**config.mk**
```make
export PLATFORM = sky130hd
export DESIGN_NAME = bist_err_track
export DESIGN_NICKNAME = d
export VERILOG_FILES = /design/src/rtl/bist_err_track.sv
export SDC_FILE = /design/constraint.sdc
export NUM_CORES = 1
export LEC_CHECK = 0
export BUFFER_PORTS_ARGS = -buffer_cell sky130_fd_sc_hd__buf_2
export CAP_MARGIN = 10
export CORE_AREA = 2 2 39 41
export DETAILED_ROUTE_END_ITERATION = 16
export DIE_AREA = 0 0 41 43
export MAX_ROUTING_LAYER = met4
export PLACE_DENSITY = 0.78
export SYNTH_ARGS = -nofsm -noshare
export SYNTH_HDL_FRONTEND = slang
export SYNTH_SLANG_ARGS = --single-unit
```
**constraint.sdc**
```tcl
create_clock -name clk -period 1.5 [get_ports clk]
set_clock_uncertainty 0.1 [all_clocks]
set_input_delay 0.075 -clock clk [delete_from_list [all_inputs] [get_ports clk]]
set_output_delay 0.075 -clock clk [all_outputs]
set_load 0.05 [all_outputs]
```
**src/rtl/bist_err_track.sv**
```systemverilog
module bist_err_track #(
  parameter int CNT_W  = 8,
  parameter bit CNT_EN = 1'b1
) (
  input  logic             clk,
  input  logic             rst_n,
  input  logic             open_i,
  input  logic             close_i,
  input  logic             win_i,
  input  logic             en_i,
  input  logic             lock_i,
  input  logic             valid_i,
  input  logic             mismatch_i,
  output logic             pass_o,
  output logic [CNT_W-1:0] cnt_o
);
  localparam logic [CNT_W-1:0] CNT_MAX = {CNT_W{1'b1}};

  logic err_q, err_d, pass_q, pass_d;
  logic live, bad_word;

  assign live     = win_i && en_i;
  assign bad_word = live && valid_i && mismatch_i;

  always_comb begin
    err_d  = err_q;
    pass_d = pass_q;
    if (open_i) begin
      err_d  = 1'b0;
      pass_d = 1'b0;
    end else begin
      if (bad_word || (live && !lock_i)) err_d = 1'b1;
      if (close_i) pass_d = !err_q;
    end
  end

  always_ff @(posedge clk or negedge rst_n) begin
    if (!rst_n) begin
      err_q  <= 1'b0;
      pass_q <= 1'b0;
    end else begin
      err_q  <= err_d;
      pass_q <= pass_d;
    end
  end

  assign pass_o = pass_q;

  generate
    if (CNT_EN) begin : g_cnt
      logic [CNT_W-1:0] cnt_q, cnt_d;
      always_comb begin
        cnt_d = cnt_q;
        if (open_i)                           cnt_d = '0;
        else if (bad_word && cnt_q != CNT_MAX) cnt_d = cnt_q + 1'b1;
      end
      always_ff @(posedge clk or negedge rst_n) begin
        if (!rst_n) cnt_q <= '0;
        else        cnt_q <= cnt_d;
      end
      assign cnt_o = cnt_q;

      a_r9_saturate: assert property (@(posedge clk) disable iff (!rst_n)
        (cnt_q == CNT_MAX && !open_i) |=> cnt_q == CNT_MAX);
      a_r6_cnt_hold: assert property (@(posedge clk) disable iff (!rst_n)
        (!win_i && !open_i) |=> $stable(cnt_q));
    end else begin : g_nocnt
      assign cnt_o = '0;
    end
  endgenerate

  a_r10_pass_low_in_window: assert property (@(posedge clk) disable iff (!rst_n)
    win_i |-> !pass_o);
  a_r6_pass_hold: assert property (@(posedge clk) disable iff (!rst_n)
    (!win_i && !open_i) |=> $stable(pass_o));
  a_r5_sticky: assert property (@(posedge clk) disable iff (!rst_n)
    (win_i && err_q && !open_i && !close_i) |=> err_q);
endmodule

```
==> results of run 1 <==
routing by layer:
metal | global-route usage (%) | wire (microns)
met1 | 19.7 | 548
met2 | 31.3 | 687
met3 | 4.71 | 53
met4 | 10.0 | 14
met5 | - | 0
final timing paths:
path                                       from                   end  slack, ns  depth (start not counted)
max reg2reg                cnt_o[1]$_DFFE_PN0P_  cnt_o[5]$_DFFE_PN0P_       0.01                          5
max in group asynchronous                 rst_n  cnt_o[2]$_DFFE_PN0P_       0.99                          2
max                        cnt_o[1]$_DFFE_PN0P_  cnt_o[5]$_DFFE_PN0P_       0.01                          5
min in group asynchronous                 rst_n  cnt_o[6]$_DFFE_PN0P_       0.09                          2
min                                      lock_i     err_q$_DFFE_PN0P_       0.01                          3
min reg2reg                  pass_o$_DFFE_PN0P_    pass_o$_DFFE_PN0P_       0.42                          2
Yosys cell counts, drive strengths merged:
library cell	number	area, sq um
nand4	2	18.8
nand3	3	15.0
nor4	1	6.26
o31ai	1	7.51
xor2	3	26.3
ha	1	12.5
o21ai	1	8.76
nand2	3	11.3
o211ai	2	15.0
a31oi	2	12.5
dfrtp	10	250
nor2b	1	6.26
mux2i	3	30.0
nor2	8	30.0
and3	1	6.26
nor3	1	5.00
o21a	1	7.51
and4	1	11.3
inv	2	7.51
nand3b	1	7.51
a21oi	1	5.00
clkbuf	1	3.75
or4	1	7.51
a211oi	1	7.51
repair_timing:
item / in CTS / in global routing
hold buffers: 3 / 0
hold endpoints to repair: 12 / 0
endpoints found under the setup margin: 0 / 2
area by class of cell:
cell class,instances,area [sq um]
Fill cell,135,638
Sequential cell,10,256
Inverter,2,7.51
Tap cell,16,20.0
Timing Repair Buffer,23,138
Clock buffer,4,26.3
Multi-Input combinational cell,39,298
through the flow:
step / cells / setup TNS [ns] / setup WS (ns) / hold slack, ns
2_1_floorplan: 52 / -0.349 / -0.111 / -0.321
3_3_place_gp: 87 / 0 / 0.0596 / -0.159
3_5_place_dp: 87 / 0 / 0.0311 / -0.154
4_1_cts: 94 / 0 / 0.0149 / 0.00542
5_1_grt: 94 / -0.0871 / -0.0549 / 0.0314
6_report: 94 / 0 / 0.0127 / 0.0108
kinds of logic (layout without fill, tap and decap cells):
group,Yosys count,count (layout),synth area share (%)
AO/OA/AOI/OAI,9,9,12.3
adder cells (fa/ha/maj),1,1,2.41
flip-flops,10,10,48.2
multiplexers,3,3,5.78
buffers and inverters,3,29,2.17
AND/OR/NAND/NOR,23,23,24.1
XOR/XNOR,3,3,5.06
critical path: stages (launching register included):
cell and delay [ns]:
dfrtp_2 0.44, ha_4 0.18, nand4_4 0.12, o21ai_4 0.06, or4_1 0.39, a21oi_1 0.13
where the power goes:
group / switching, uW / internal, uW
clock network: 97.5 / 103
logic: 36.8 / 25.3
registers: 2.68 / 275
registers in the layout, indices dropped and copies added, names as in the netlist:
| register | cells |
|---|---|
| err_q | 1 |
| cnt_o | 8 |
| pass_o | 1 |
==> impl_metrics.yaml, run 1 <==
outcome:
  outcome: "finished clean"
global_routing:
  grt_max_degree: 11
  grt_use_total_pct: 19.0
  antenna_found_initial: 0
  first_global_vias: 535
  overflow: 0
  grt_pass1_wl_microns: 2120
clock_tree:
  htreeDepth: 1
  clockRootBuffer: "clkbuf_4"
  cts_setup_buffers: 0
  cts.path.max_buffers: 2
  cts.reportedPaths.clkPinSlew_ns: 0.07
  cts_resized: 0
  cts_sinks: 10
  numCtsBuffers: 3
  insertion_delay_ns: 0.27
  cts_tree: "done"
drt:
  ant_nets: 0
  routed_via_density: 5.26
  drt_iter0_drc: 6
  drcViolationCount: 0
  routed_wl_microns: 1300
  wire_per_inst_microns: 13.9
  vias: 494
  first_pass_iters: 10
floorplanning:
  die_y_microns: 43
  core_sq_um: 1380
  die_w_microns: 41
  rows: 14
  die_area_sq_um: 1760
  initial_core_util_pct: 37.5
  io_pins: 18
critical_path:
  start_kind: "flop"
  crit_fanout: 5
  critPathRequiredTime_ns: 1.60
  cp-end-kind: "flop"
  arrival_ns: 1.59
  crit_type: "reg -> reg"
pwr:
  power_density_nw_per_um2: 724
  leakage_uw: 0.000347
  finalPower_uw: 540
  ir_drop_v: 0.000431
placed_design:
  postPlaceCellArea_sq_um: 689
  port_buffers: 17
  place.gp.congestion: 0.752
finish:
  diodes: 0
  final_common_cell: "buf_2"
  finalNetCount: 89
  utilization_pct: 53.9
  layout-area-overhead-vs-synth_pct: 43.6
  stdcell_area_sq_um: 746
  final_cell_mix: "buf_2 (17), nor2_1 (8), dfrtp_2 (5), dfrtp_1 (5)"
  drive_gt1_share_pct: 43.6
timing:
  hold_viol: 0
  setup-violations-final: 0
  report.final.slew_viol_count: 0
  period_share_pct: 99.2
  period_needed_ns: 1.49
  worst_pin_slew_ns: 0.263
  max_freq_ghz: 0.672
  rsz0062_at_grt: "yes"
  slew_headroom_pct: 82.3
synthesis:
  syn-num-nets: 62
  synth_seq_cells: 10
  syn_inst: 52
  yosysWarnings: 0
  synth_area_sq_um: 519
  avgSynthCellArea_sq_um: 9.99
  seq_area_frac_synth_pct: 48.2
  ys_types: 25
run:
  drv_cap: 0
min_path:
  hold_class: "in -> reg"
Power figures use the tool's default switching activity.
==> inputs of run 2 (changes only) <==
--- a/config.mk
+++ b/config.mk
@@ -12,6 +12,7 @@
 export DIE_AREA = 0 0 41 43
 export MAX_ROUTING_LAYER = met4
 export PLACE_DENSITY = 0.78
+export SETUP_SLACK_MARGIN = 0.5
 export SYNTH_ARGS = -nofsm -noshare
 export SYNTH_HDL_FRONTEND = slang
 export SYNTH_SLANG_ARGS = --single-unit
==> run 2 against run 1 <==
Flip-flop and latch count did not move; critical path depth shrank 1; via count rose by 27%; setup slack got worse by 0.011 ns.
==> impl_metrics.yaml, run 2 (synthesis gave the netlist of run 1 again) <==
outcome:
  outcome: "finished clean"
floorplanning:
  initial_core_util_pct: 37.5
  die_w_microns: 41
  die_y_microns: 43
  core_sq_um: 1380
  rows: 14
  io_pins: 18
  die_area_sq_um: 1760
finish:
  fillers: 81
  drive_gt1_share_pct: 62.9
  final_common_cell: "buf_4"
  finalNetCount: 100
  final_cell_mix: "buf_4 (12), dfrtp_2 (9), buf_2 (8)"
  multiInputGateArea_sq_um: 350
  stdcell_area_sq_um: 985
  layout.area.seq_sq_um: 262
  layout-area-overhead-vs-synth_pct: 89.6
  diodes: 0
  largest_register_ffs: 8
  utilization_pct: 71.2
critical_path:
  r2r-start: "cnt_o[1]$_DFFE_PN0P_"
  cp-end-kind: "flop"
  start_kind: "flop"
  critPathRequiredTime_ns: 1.61
  crit_fanout: 4
  timing.critical_path.from: "cnt_o[1]$_DFFE_PN0P_"
  arrival_ns: 1.61
  crit_type: "reg -> reg"
clock_tree:
  cts.path.max_buffers: 2
  numCtsBuffers: 3
  cts_tree: "done"
  clockRootBuffer: "clkbuf_4"
  insertion_delay_ns: 0.28
  cts_sinks: 10
  htreeDepth: 1
  cts.reportedPaths.clkPinSlew_ns: 0.08
global_routing:
  overflow: 0
  antenna_found_initial: 0
  grt_max_degree: 11
  grt_pass1_wl_microns: 2240
  first_global_vias: 526
  grt_use_total_pct: 20.2
pwr:
  p_sw_uw: 160
  p_comb_share_pct: 12.2
  intPower_uw: 456
  pwr-share-seq_pct: 45.3
  leakage_uw: 0.000452
  netSwitchingFraction_pct: 26.0
  ir_drop_v: 0.000377
  power_density_nw_per_um2: 625
  p_clk_share_pct: 42.5
placed_design:
  port_buffers: 17
  hpwl_microns: 969
  place_ws_ns: 0.00735
  place.gp.congestion: 0.808
  postPlaceCellArea_sq_um: 691
drt:
  drcViolationCount: 0
  routed_via_density: 5.95
  wire_per_inst_microns: 18.8
  first_pass_iters: 4
  routed_wl_microns: 1970
  vias: 625
  ant_nets: 0
  drt_iter0_drc: 41
timing:
  tns_ns: 0
  report.final.slew_viol_count: 0
  worst_pin_slew_ns: 0.359
  setup-violations-final: 0
  hold_viol: 0
  period_needed_ns: 1.50
  fin_ws_ns: 0.00140
  whs_ns: 0.0647
  period_share_pct: 99.9
  max_freq_ghz: 0.667
  rsz0062_at_grt: "yes"
  slew_headroom_pct: 76.0
min_path:
  hold_class: "in -> reg"
  min_from: "en_i"
run:
  drv_cap: 0
## run 2: cell types whose count changed in the layout (fill, tap and decap cells not counted), moves of 2 or more
| cell | change |
|---|---|
| buf_2 | -9 |
| buf_4 | +9 |
| buf_6 | +3 |
| buf_8 | +7 |
| dfrtp_1 | -4 |
| dfrtp_2 | +4 |
| nand3_1 | -2 |
## run 2: worst paths after layout
check | end | slack [ns] | cells after the start
max in group asynchronous | cnt_o[3]$_DFFE_PN0P_ | 1.00 | 2
hold / removal | err_q$_DFFE_PN0P_ | 0.06 | 3
setup reg to reg | cnt_o[5]$_DFFE_PN0P_ | 0.001 | 4
min in group asynchronous | cnt_o[5]$_DFFE_PN0P_ | 0.09 | 2
hold reg to reg | pass_o$_DFFE_PN0P_ | 0.46 | 2
setup / recovery | cnt_o[5]$_DFFE_PN0P_ | 0.001 | 4
## run 2: per-stage QoR
stage	power (uW)	std cells
after floorplan	312	52
after global placement	337	87
after detailed placement	339	87
after CTS	593	97
after global routing	637	105
final	616	105
## run 2: routing by layer
layer	track usage [%]	part of all wire [%]
met5	-	0
met4	8.00	5.4
met3	4.71	6.8
met2	35.9	51
met1	19.4	37
## run 2: cell type report
cell class | count | area share, %
Inverter | 2 | 0.762
Tap cell | 16 | 2.03
Sequential cell | 10 | 26.6
Multi-Input combinational cell | 39 | 35.6
Clock buffer | 4 | 3.68
Timing Repair Buffer | 34 | 31.4
## run 2: repair_timing
item | in CTS | in global routing
hold buffers | 4 | 0
buffers inserted | 2 | 8
pin swaps | 11 | 6
endpoints found under the setup margin | 17 | 17
endpoints found under the hold margin | 15 | 0
gates cloned | 0 | 0
resized for setup | 18 | 22
## run 2: power by group through the flow
stage                     clock network (uW)  logic [uW]  registers, uW
final                                    262        75.1            279
after global routing                     277        80.3            279
after CTS                                247        67.6            278
after detailed placement                   0        55.9            283
after global placement                     0        54.2            283
after floorplan                            0        16.4            296
## run 2: worst max-delay path, stage by stage (launching register included)
cell	delay (ns)
dfrtp_2	0.41
buf_4	0.14
nand2_1	0.12
or4_4	0.54
a21oi_2	0.12
==> inputs of run 3 (changes only) <==
--- a/config.mk
+++ b/config.mk
@@ -7,11 +7,12 @@
 export LEC_CHECK = 0
 export BUFFER_PORTS_ARGS = -buffer_cell sky130_fd_sc_hd__buf_2
 export CAP_MARGIN = 10
-export CORE_AREA = 2 2 39 41
+export CELL_PAD_IN_SITES_DETAIL_PLACEMENT = 0
+export CELL_PAD_IN_SITES_GLOBAL_PLACEMENT = 1
+export CORE_UTILIZATION = 31
 export DETAILED_ROUTE_END_ITERATION = 16
-export DIE_AREA = 0 0 41 43
 export MAX_ROUTING_LAYER = met4
-export PLACE_DENSITY = 0.78
+export PLACE_DENSITY = 0.79
 export SETUP_SLACK_MARGIN = 0.5
 export SYNTH_ARGS = -nofsm -noshare
 export SYNTH_HDL_FRONTEND = slang
==> run 3 against run 2 <==
Die area up 4.5%; highest routed layer unchanged; critical endpoint unchanged; hold slack worse by 0.060 ns; power decreased by 2.3%; setup slack better by 0.022 ns; largest cell class unchanged; non-clock buffer count fell by 4.
==> impl_metrics.yaml, run 3 (synthesis gave the netlist of run 1 again) <==
outcome:
  outcome: "finished clean"
timing:
  tns_ns: 0
  rsz0062_at_grt: "yes"
  hold_viol: 0
  setup-violations-final: 0
  period_share_pct: 98.5
  slew_headroom_pct: 80.1
  period_needed_ns: 1.48
  whs_ns: 0.00519
  max_freq_ghz: 0.677
  report.final.slew_viol_count: 0
  worst_pin_slew_ns: 0.298
  fin_ws_ns: 0.0231
drt:
  routed.top_layer: "met4"
  met2WireLength_microns: 691
  vias: 529
  drcViolationCount: 0
  wire_per_inst_microns: 13.5
  drt_iter0_drc: 4
  routed_wl_microns: 1360
  first_pass_iters: 4
  wl_met1_microns: 593
  routed_via_density: 5.24
  wl_met3_microns: 65
  ant_nets: 0
clock_tree:
  cts_sinks: 10
  htreeDepth: 1
  numCtsBuffers: 3
  cts_tree: "done"
  cts.reportedPaths.clkPinSlew_ns: 0.07
  cts.path.max_buffers: 2
  clockRootBuffer: "clkbuf_4"
  insertion_delay_ns: 0.27
critical_path:
  cp_top_family: "simple AND/OR/NAND/NOR gates"
  start_kind: "flop"
  reg2reg_depth: 4
  crit_type: "reg -> reg"
  arrival_ns: 1.58
  cp-end-kind: "flop"
  crit_fanout: 4
  critPathRequiredTime_ns: 1.60
  worst_path_max_delay_cell: "or4_4"
  cp_num_cells: 4
  path_cells: "buf_4, nand2_1, or4_4, a21oi_2"
  crit_path_max_incr_delay_ns: 0.53
  worst-path-buf-inv: 1
pwr:
  power_density_nw_per_um2: 651
  leakage_uw: 0.000416
  ir_drop_v: 0.000499
global_routing:
  overflow: 0
  antenna_found_initial: 0
  grt_max_degree: 11
  grt_pass1_wl_microns: 2270
  grt_use_total_pct: 17.5
  first_global_vias: 551
floorplanning:
  die_w_microns: 42.9
  die_y_microns: 42.9
  die_area_sq_um: 1840
  rows: 14
  core_sq_um: 1540
  io_pins: 18
  initial_core_util_pct: 33.7
min_path:
  worstHoldPathCells: 3
  hold_class: "in -> reg"
finish:
  diodes: 0
  final_common_cell: "buf_2"
  drive_gt1_share_pct: 57.6
  largest_register_ffs: 8
  final_cell_mix: "buf_2 (9), nor2_1 (7), dfrtp_2 (7)"
  layout-area-overhead-vs-synth_pct: 78.1
  finalNetCount: 96
  stdcell_area_sq_um: 925
placed_design:
  place.gp.congestion: 0.743
  port_buffers: 17
  postPlaceCellArea_sq_um: 691
  place_ws_ns: 0.0175
  hpwl_microns: 870
run:
  drv_cap: 0
[run 3: cell types whose count changed in the layout (fill, tap and decap cells not counted)]
cell      change
dfrtp_1       +2
a211oi_2      -1
nor4_2        +1
buf_2         +1
a211oi_1      +1
buf_8         -2
buf_6         +3
nand3_4       -1
dfrtp_2       -2
nand3_2       +1
buf_4         -6
nor4_4        -1
[run 3: final timing paths]
kind	slack [ns]	endpoint	startpoint
worst max-delay path	0.02	cnt_o[5]$_DFFE_PN0P_	cnt_o[0]$_DFFE_PN0P_
worst min-delay path	0.005	err_q$_DFFE_PN0P_	win_i
worst max register to register	0.02	cnt_o[5]$_DFFE_PN0P_	cnt_o[0]$_DFFE_PN0P_
worst min register to register	0.42	err_q$_DFFE_PN0P_	err_q$_DFFE_PN0P_
max in group asynchronous	0.98	cnt_o[2]$_DFFE_PN0P_	rst_n
min in group asynchronous	0.11	cnt_o[7]$_DFFE_PN0P_	rst_n
[run 3: power by group]
| group | switching [uW] | internal [uW] |
|---|---|---|
| Sequential | 3.58 | 275 |
| Clock | 104 | 147 |
| Combinational | 37.8 | 33.3 |
[run 3: cell type report]
cell class,count,area [sq um]
Clock buffer,4,36.3
Fill cell,133,617
Inverter,2,7.51
Multi-Input combinational cell,39,329
Sequential cell,10,259
Tap cell,16,20.0
Timing Repair Buffer,30,273
[run 3: metal layers]
metal	global-route usage (%)	vias up
met1	18.2	249
met3	7.66	2
li1	-	261
met2	28.2	17
met4	8.13	0
met5	-	-
[run 3: what timing repair did]
action                                  in CTS  in global routing
gates resized for setup                     22                 10
pin swaps                                   10                  5
buffers inserted                             5                  1
hold buffers                                 4                  0
gates cloned                                 0                  0
endpoints found under the setup margin      17                 17
endpoints found under the hold margin       13                  0
[run 3: worst reg2reg max path: cells and delay by family, from the launching register on]
kind,cells,cell delay (ns)
simple gates,2,0.65
buf+inv,1,0.14
flops,1,0.39
compound gates,1,0.12
[run 3: metrics by stage]
step | cells | power (uW) | utilization [%]
finish | 101 | 602 | 60.0
global route | 101 | 635 | 60.0
CTS | 100 | 606 | 57.2
detailed placement | 87 | 338 | 44.8
global placement | 87 | 338 | 44.8
floorplan | 52 | 312 | -
